## config.mk

```make
export PLATFORM = sky130hd
export DESIGN_NAME = dmem_agen
export DESIGN_NICKNAME = d
export VERILOG_FILES = /design/src/rtl/dmem_agen_pkg.sv /design/src/rtl/dmem_agen_ptr_mux.sv /design/src/rtl/dmem_agen_calc.sv /design/src/rtl/dmem_agen_region.sv /design/src/rtl/dmem_agen.sv
export SDC_FILE = /design/constraint.sdc
export NUM_CORES = 1
export LEC_CHECK = 0
export BUFFER_PORTS_ARGS = -buffer_cell sky130_fd_sc_hd__buf_2
export CAP_MARGIN = 20
export CORE_MARGIN = 2
export CORE_UTILIZATION = 45
export DETAILED_ROUTE_END_ITERATION = 16
export HOLD_SLACK_MARGIN = 0.06
export PLACE_DENSITY = 0.8
export SYNTH_ARGS = -nofsm -noshare
export SYNTH_HDL_FRONTEND = slang
export SYNTH_SLANG_ARGS = --single-unit
```

## constraint.sdc

```tcl
create_clock -name clk -period 3.62 [get_ports clk]
set_clock_uncertainty 0.05 [all_clocks]
set_input_delay 0.181 -clock clk [delete_from_list [all_inputs] [get_ports clk]]
set_output_delay 0.181 -clock clk [all_outputs]
set_load 0.01 [all_outputs]
```

## src/rtl/dmem_agen_pkg.sv

```systemverilog
package dmem_agen_pkg;

    typedef enum logic [2:0] {
        AM_ABS     = 3'd0,
        AM_PTR     = 3'd1,
        AM_PTR_OFS = 3'd2,
        AM_DEC_PRE = 3'd3,
        AM_INC_PST = 3'd4
    } amode_e;

    typedef enum logic [1:0] {
        RG_REGS = 2'd0,
        RG_IO   = 2'd1,
        RG_SRAM = 2'd2,
        RG_NONE = 2'd3
    } region_e;

endpackage

```

## src/rtl/dmem_agen_ptr_mux.sv

```systemverilog
module dmem_agen_ptr_mux #(
    parameter int DATA_W    = 8,
    parameter int PTR_COUNT = 3,
    parameter int SEL_W     = 2
) (
    input  logic [2*DATA_W*PTR_COUNT-1:0] bytes_i,
    input  logic [SEL_W-1:0]              sel_i,
    output logic [2*DATA_W-1:0]           ptr_o,
    output logic                          sel_ok_o
);
    localparam int PW = 2 * DATA_W;

    logic [PW-1:0] pair [PTR_COUNT];

    generate
        for (genvar g = 0; g < PTR_COUNT; g++) begin : g_pair
            // low register first, high register next
            assign pair[g] = {bytes_i[(2*g+1)*DATA_W +: DATA_W],
                              bytes_i[(2*g)*DATA_W   +: DATA_W]};
        end
    endgenerate

    always_comb begin
        ptr_o    = '0;
        sel_ok_o = 1'b0;
        for (int i = 0; i < PTR_COUNT; i++) begin
            if (sel_i == SEL_W'(i)) begin
                ptr_o    = pair[i];
                sel_ok_o = 1'b1;
            end
        end
    end
endmodule

```

## src/rtl/dmem_agen_calc.sv

```systemverilog
module dmem_agen_calc
    import dmem_agen_pkg::*;
#(
    parameter int ADDR_W = 16,
    parameter int DISP_W = 6
) (
    input  logic [2:0]        mode_i,
    input  logic [ADDR_W-1:0] ptr_i,
    input  logic              ptr_ok_i,
    input  logic              ptr_is_first_i,
    input  logic [ADDR_W-1:0] abs_i,
    input  logic [DISP_W-1:0] disp_i,
    output logic [ADDR_W-1:0] ea_o,
    output logic              wb_en_o,
    output logic [ADDR_W-1:0] wb_value_o,
    output logic              illegal_o
);
    localparam logic [ADDR_W-1:0] ONE = ADDR_W'(1);

    logic [ADDR_W-1:0] disp_ext;
    assign disp_ext = {{(ADDR_W-DISP_W){1'b0}}, disp_i};

    always_comb begin
        ea_o       = '0;
        wb_en_o    = 1'b0;
        wb_value_o = '0;
        illegal_o  = 1'b0;
        case (mode_i)
            AM_ABS: ea_o = abs_i;
            AM_PTR: begin
                if (ptr_ok_i) ea_o = ptr_i;
                else          illegal_o = 1'b1;
            end
            AM_PTR_OFS: begin
                if (ptr_ok_i && !ptr_is_first_i) ea_o = ptr_i + disp_ext;
                else                              illegal_o = 1'b1;
            end
            AM_DEC_PRE: begin
                if (ptr_ok_i) begin
                    ea_o       = ptr_i - ONE;
                    wb_value_o = ptr_i - ONE;
                    wb_en_o    = 1'b1;
                end else begin
                    illegal_o = 1'b1;
                end
            end
            AM_INC_PST: begin
                if (ptr_ok_i) begin
                    ea_o       = ptr_i;
                    wb_value_o = ptr_i + ONE;
                    wb_en_o    = 1'b1;
                end else begin
                    illegal_o = 1'b1;
                end
            end
            default: illegal_o = 1'b1;
        endcase
    end
endmodule

```

## src/rtl/dmem_agen_region.sv

```systemverilog
module dmem_agen_region
    import dmem_agen_pkg::*;
#(
    parameter int ADDR_W     = 16,
    parameter int REG_COUNT  = 32,
    parameter int IO_COUNT   = 64,
    parameter int SRAM_BYTES = 128
) (
    input  logic [ADDR_W-1:0] ea_i,
    output region_e           region_o,
    output logic              oor_o
);
    localparam int IO_BASE_I   = REG_COUNT;
    localparam int SRAM_BASE_I = REG_COUNT + IO_COUNT;
    localparam int END_I       = SRAM_BASE_I + SRAM_BYTES;

    localparam logic [ADDR_W-1:0] IO_BASE   = ADDR_W'(IO_BASE_I);
    localparam logic [ADDR_W-1:0] SRAM_BASE = ADDR_W'(SRAM_BASE_I);
    localparam logic [ADDR_W-1:0] SPACE_END = ADDR_W'(END_I);

    always_comb begin
        oor_o = 1'b0;
        if (ea_i < IO_BASE)        region_o = RG_REGS;
        else if (ea_i < SRAM_BASE) region_o = RG_IO;
        else if (ea_i < SPACE_END) region_o = RG_SRAM;
        else begin
            region_o = RG_NONE;
            oor_o    = 1'b1;
        end
    end
endmodule

```

## src/rtl/dmem_agen.sv

```systemverilog
module dmem_agen
    import dmem_agen_pkg::*;
#(
    parameter int DATA_W     = 8,
    parameter int PTR_COUNT  = 3,
    parameter int DISP_W     = 6,
    parameter int REG_COUNT  = 32,
    parameter int IO_COUNT   = 64,
    parameter int SRAM_BYTES = 128
) (
    input  logic                          clk,
    input  logic                          rst_n,
    input  logic                          req_i,
    input  logic [2:0]                    mode_i,
    input  logic [1:0]                    ptr_sel_i,
    input  logic [2*DATA_W-1:0]           abs_addr_i,
    input  logic [DISP_W-1:0]             offset_i,
    input  logic [2*DATA_W*PTR_COUNT-1:0] rf_ptr_bytes_i,
    output logic                          valid_o,
    output logic [2*DATA_W-1:0]           eff_addr_o,
    output logic [1:0]                    region_o,
    output logic                          out_of_range_o,
    output logic                          illegal_o,
    output logic                          wb_en_o,
    output logic [1:0]                    wb_sel_o,
    output logic [2*DATA_W-1:0]           wb_value_o
);
    localparam int ADDR_W = 2 * DATA_W;
    localparam int LAST_I = REG_COUNT + IO_COUNT + SRAM_BYTES - 1;
    localparam logic [ADDR_W-1:0] LAST_SRAM = ADDR_W'(LAST_I);
    localparam logic [ADDR_W-1:0] SRAM_LO   = ADDR_W'(REG_COUNT + IO_COUNT);

    typedef struct packed {
        logic              valid;
        logic [2:0]        mode;
        logic [ADDR_W-1:0] ea;
        region_e           region;
        logic              oor;
        logic              illegal;
        logic              wb_en;
        logic [1:0]        wb_sel;
        logic [ADDR_W-1:0] wb_value;
    } agen_st_s;

    agen_st_s st_d, st_q;

    logic [ADDR_W-1:0] ptr_val;
    logic              ptr_ok;
    logic [ADDR_W-1:0] calc_ea;
    logic              calc_wb_en;
    logic [ADDR_W-1:0] calc_wb_value;
    logic              calc_illegal;
    region_e           dec_region;
    logic              dec_oor;

    dmem_agen_ptr_mux #(
        .DATA_W    (DATA_W),
        .PTR_COUNT (PTR_COUNT),
        .SEL_W     (2)
    ) u_ptr_mux (
        .bytes_i  (rf_ptr_bytes_i),
        .sel_i    (ptr_sel_i),
        .ptr_o    (ptr_val),
        .sel_ok_o (ptr_ok)
    );

    dmem_agen_calc #(
        .ADDR_W (ADDR_W),
        .DISP_W (DISP_W)
    ) u_calc (
        .mode_i         (mode_i),
        .ptr_i          (ptr_val),
        .ptr_ok_i       (ptr_ok),
        .ptr_is_first_i (ptr_sel_i == 2'd0),
        .abs_i          (abs_addr_i),
        .disp_i         (offset_i),
        .ea_o           (calc_ea),
        .wb_en_o        (calc_wb_en),
        .wb_value_o     (calc_wb_value),
        .illegal_o      (calc_illegal)
    );

    dmem_agen_region #(
        .ADDR_W     (ADDR_W),
        .REG_COUNT  (REG_COUNT),
        .IO_COUNT   (IO_COUNT),
        .SRAM_BYTES (SRAM_BYTES)
    ) u_region (
        .ea_i     (calc_ea),
        .region_o (dec_region),
        .oor_o    (dec_oor)
    );

    always_comb begin
        st_d = '0;
        st_d.region = RG_NONE;
        if (req_i) begin
            st_d.valid   = 1'b1;
            st_d.mode    = mode_i;
            st_d.illegal = calc_illegal;
            if (!calc_illegal) begin
                st_d.ea       = calc_ea;
                st_d.region   = dec_region;
                st_d.oor      = dec_oor;
                st_d.wb_en    = calc_wb_en;
                st_d.wb_value = calc_wb_value;
                st_d.wb_sel   = calc_wb_en ? ptr_sel_i : 2'd0;
            end
        end
    end

    always_ff @(posedge clk) begin
        if (!rst_n) begin
            st_q        <= '0;
            st_q.region <= RG_NONE;
        end else begin
            st_q <= st_d;
        end
    end

    assign valid_o        = st_q.valid;
    assign eff_addr_o     = st_q.ea;
    assign region_o       = st_q.region;
    assign out_of_range_o = st_q.oor;
    assign illegal_o      = st_q.illegal;
    assign wb_en_o        = st_q.wb_en;
    assign wb_sel_o       = st_q.wb_sel;
    assign wb_value_o     = st_q.wb_value;

    AST_IDLE_QUIET: assert property (@(posedge clk) disable iff (!rst_n)
        !valid_o |-> !wb_en_o && !illegal_o);
    AST_REQ_TO_VALID: assert property (@(posedge clk) disable iff (!rst_n)
        req_i |=> valid_o);
    AST_ILLEGAL_NO_WB: assert property (@(posedge clk) disable iff (!rst_n)
        illegal_o |-> !wb_en_o && !out_of_range_o && eff_addr_o == '0);
    AST_PREDEC_WB: assert property (@(posedge clk) disable iff (!rst_n)
        (wb_en_o && st_q.mode == AM_DEC_PRE) |-> wb_value_o == eff_addr_o);
    AST_POSTINC_WB: assert property (@(posedge clk) disable iff (!rst_n)
        (wb_en_o && st_q.mode == AM_INC_PST) |-> wb_value_o == eff_addr_o + ADDR_W'(1));
    AST_NO_WB_PLAIN: assert property (@(posedge clk) disable iff (!rst_n)
        (valid_o && st_q.mode < 3'd3) |-> !wb_en_o);
    AST_SRAM_BOUNDS: assert property (@(posedge clk) disable iff (!rst_n)
        (valid_o && region_o == 2'd2) |-> eff_addr_o >= SRAM_LO && eff_addr_o <= LAST_SRAM);
    AST_OOR_ABOVE: assert property (@(posedge clk) disable iff (!rst_n)
        out_of_range_o |-> eff_addr_o > LAST_SRAM && region_o == 2'd3);
endmodule

```

==> results.toml <==
[worst_hold_path]
hold_class = "in -> reg"
holdPathStages = 2
min_from = "ptr_sel_i[1]"
holdPathEnd = "wb_sel_o[1]$_SDFF_PP0_"

[power]
p_int_w = 0.000847
powerDensity_nw_per_um2 = 302
power_frac_clock_pct = 29.6
p_leak_nw = 1.88
ir_worst_vdd_mv = 0.147
switchingPower_w = 0.000416
switching_share_pct = 32.9
seq_power_share_pct = 35.7
comb_power_share_pct = 34.8

[setup_path]
cp-end-kind = "flip-flop"
worstPathArrival_ns = 3.51
cp.required_ns = 3.74
start_kind = "primary input"
worst-setup-path-type = "in -> reg"
worstPathMaxFanout = 9

[clock_tree]
postCtsSetupBuffers = 0
hold_buffers = 0
clock_path_buffers = 2
clk_pin_slew_ns = 0.08
h-tree-depth = 2
cts.sinks = 40
tritoncts = "built"
clockRootBuffer = "clkbuf_8"
cts_buffers = 5
cts_resized = 0

[global_route]
gr-usage-met3_pct = 4.05
grt_busiest_layer = "met2"
grt_use_met2_pct = 43.0
grt-ovfl-total = 0
grt_pass1_vias = 3293
met1_usage_pct = 34.7
grt_antenna_before_repair = 0
grt_pass1_wl_um = 15700
grt_max_degree = 23
grt.total_usage_pct = 26.2

[yosys]
netlist_instances = 412
synth_edf_count = 0
yosysSeqAreaShare_pct = 25.3
yosysMostFrequentCell = "a21oi_1"
synth_area_leaders = "dfxtp_1 25%, a21oi_1 7.1%, ha_1 4.8%"
ys_types = 61
ys.flop_type = "dfxtp_1"
synth-async-reset-ratio_pct = 0
yosys-top-cells-count = "45 x a21oi_1, 40 x dfxtp_1, 38 x nor2_1, 34 x nand2_1, 19 x nor2b_1"
syn-num-nets = 503
syn_area_per_cell_um2 = 7.67
synth_top_area_cell = "dfxtp_1"
synth_top_area_share_pct = 25.3
yosysWarnings = 0
syn_area_um2 = 3160
ys_ff_latch = 40

[floorplanning]
io_pins = 118
die_h_um = 87.8
core_um2 = 6790
die_w_um = 87.8
die_area_um2 = 7710
placementRows = 30
initial_core_util_pct = 46.5

[outcome]
outcome = "complete, no violations"

[route]
wire_per_inst_um = 15.6
drtIter0Drc = 240
detail-route-antenna-nets = 0
drc = 0
vias_per_cell = 5.71
wl_um = 10000
firstDrtPassIters = 5
dr_total_vias = 3665

[finish]
fillers = 626
stdcell_area_um2 = 4180
nets = 636
area_growth_pct = 32.3
final_core_util_pct = 61.5
final_layout_size_suffix_gt1_share_pct = 34.8
antenna_cells = 0
layout.cells.non_filler = 642

[sta]
hold_violations = 0
slew_headroom_pct = 45.9
drv_slew = 0
setup_viol = 0
clock.fmax_mhz = 295
grt_setup_unrepaired = "false"
finalCritPeriodShare_pct = 93.6
tightest_slew_ns = 0.809
period_needed_ns = 3.39

[flow_run]
maxCapViolCount = 0

[placed_design]
place_congestion = 0.970
port_buffers = 117
place_hpwl_um = 7940
post_dp_cell_area_um2 = 4050
dp_cells = 634
critical path: stages:
cell	delay (ns)
buf_2	0.11
inv_1	0.06
ha_2	0.22
nand3b_1	0.22
a21oi_4	0.25
ha_2	0.22
inv_1	0.05
fa_2	0.34
nor2b_2	0.17
o31ai_2	0.09
a21o_1	0.24
a222oi_1	0.30
nand2_1	0.11
nor4b_2	0.28
nand4bb_1	0.22
nor4_2	0.31
o211ai_1	0.14
routing by layer:
metal  up-vias  share of wire [%]
met5         -                  0
met3        18                8.6
met1      1676                 44
met2       205                 46
li1       1766                  -
met4         0                1.9
sequential cells by signal, summed over array words and instances, names as in the netlist:
name	cells
wb_sel_o	2
wb_en_o	1
valid_o	1
eff_addr_o	16
out_of_range_o	1
illegal_o	1
region_o	2
wb_value_o	16
final cells by class:
type	instances	area [µm²]	share of cell area [%]
Timing Repair Buffer	154	863	20.7
Multi-Input combinational cell	335	2250	53.7
Tap cell	96	120	2.87
Sequential cell	40	801	19.2
Clock buffer	5	68.8	1.65
Clock inverter	3	46.3	1.11
Inverter	9	33.8	0.808
cells by family (layout without fill, tap and decap cells):
logic type | after synthesis | count (layout) | share of synthesized area, %
AO/OA/AOI/OAI | 120 | 120 | 25.1
XOR/XNOR | 27 | 27 | 7.48
AND/OR/NAND/NOR | 172 | 172 | 30.3
adder cells (fa/ha/maj) | 13 | 13 | 5.39
flip-flops | 40 | 40 | 25.3
multiplexers | 3 | 3 | 0.951
buffers and inverters | 37 | 171 | 5.43
worst max-delay path by stage:
stage,start,end,slack [ns],cells past startpoint
floorplan,ptr_sel_i[1],region_o[1]$_SDFF_PP1_,0.002,19
global placement,ptr_sel_i[0],region_o[1]$_SDFF_PP1_,-0.009,17
detailed placement,ptr_sel_i[0],region_o[1]$_SDFF_PP1_,-0.21,17
CTS,ptr_sel_i[0],region_o[1]$_SDFF_PP1_,0.11,17
global route,ptr_sel_i[1],region_o[1]$_SDFF_PP1_,0.01,17
finish,ptr_sel_i[1],region_o[1]$_SDFF_PP1_,0.23,17
stage by stage:
| step | power (W) | setup TNS (ns) | setup WS, ns | hold slack [ns] |
|---|---|---|---|---|
| final | 0.00126 | 0 | 0.233 | 0.0788 |
| after global routing | 0.00132 | 0 | 0.0135 | 0.104 |
| after CTS | 0.00126 | 0 | 0.108 | 0.0836 |
| after detailed placement | 0.000890 | -0.388 | -0.210 | 0.396 |
| after global placement | 0.000879 | -0.00929 | -0.00929 | 0.371 |
| after floorplan | 0.000734 | 0 | 0.00190 | 0.253 |
cell usage in the layout (no fill, tap or decap), types with 4 or more instances in the layout:
cell and count:
buf_2 117, a21oi_1 43, dfxtp_1 40, nor2_1 38
buf_4 37, nand2_1 34, nor2b_1 18, nand3b_1 16
xor2_1 16, nor3_1 13, o21ai_0 12, xnor2_1 11
a22oi_1 10, inv_1 9, nand3_1 8, a21o_1 8
ha_1 8, nor4_1 6, a31oi_1 6, and2_1 5
a211oi_1 5, or4_1 5, clkbuf_8 5, a21oi_2 4
and3_1 4, a221oi_1 4, o211ai_1 4, nand4_1 4
ha_2 4
power by group through the flow:
| stage | sequential [W] | combinational, W | clock, W |
|---|---|---|---|
| 4_1_cts | 0.000450 | 0.000432 | 0.000376 |
| 3_5_place_dp | 0.000461 | 0.000429 | 0 |
| 3_3_place_gp | 0.000461 | 0.000419 | 0 |
| 5_1_grt | 0.000451 | 0.000480 | 0.000391 |
| 6_report | 0.000450 | 0.000439 | 0.000373 |
| 2_1_floorplan | 0.000466 | 0.000268 | 0 |
Note: power is estimated with default switching activity, not from simulation.
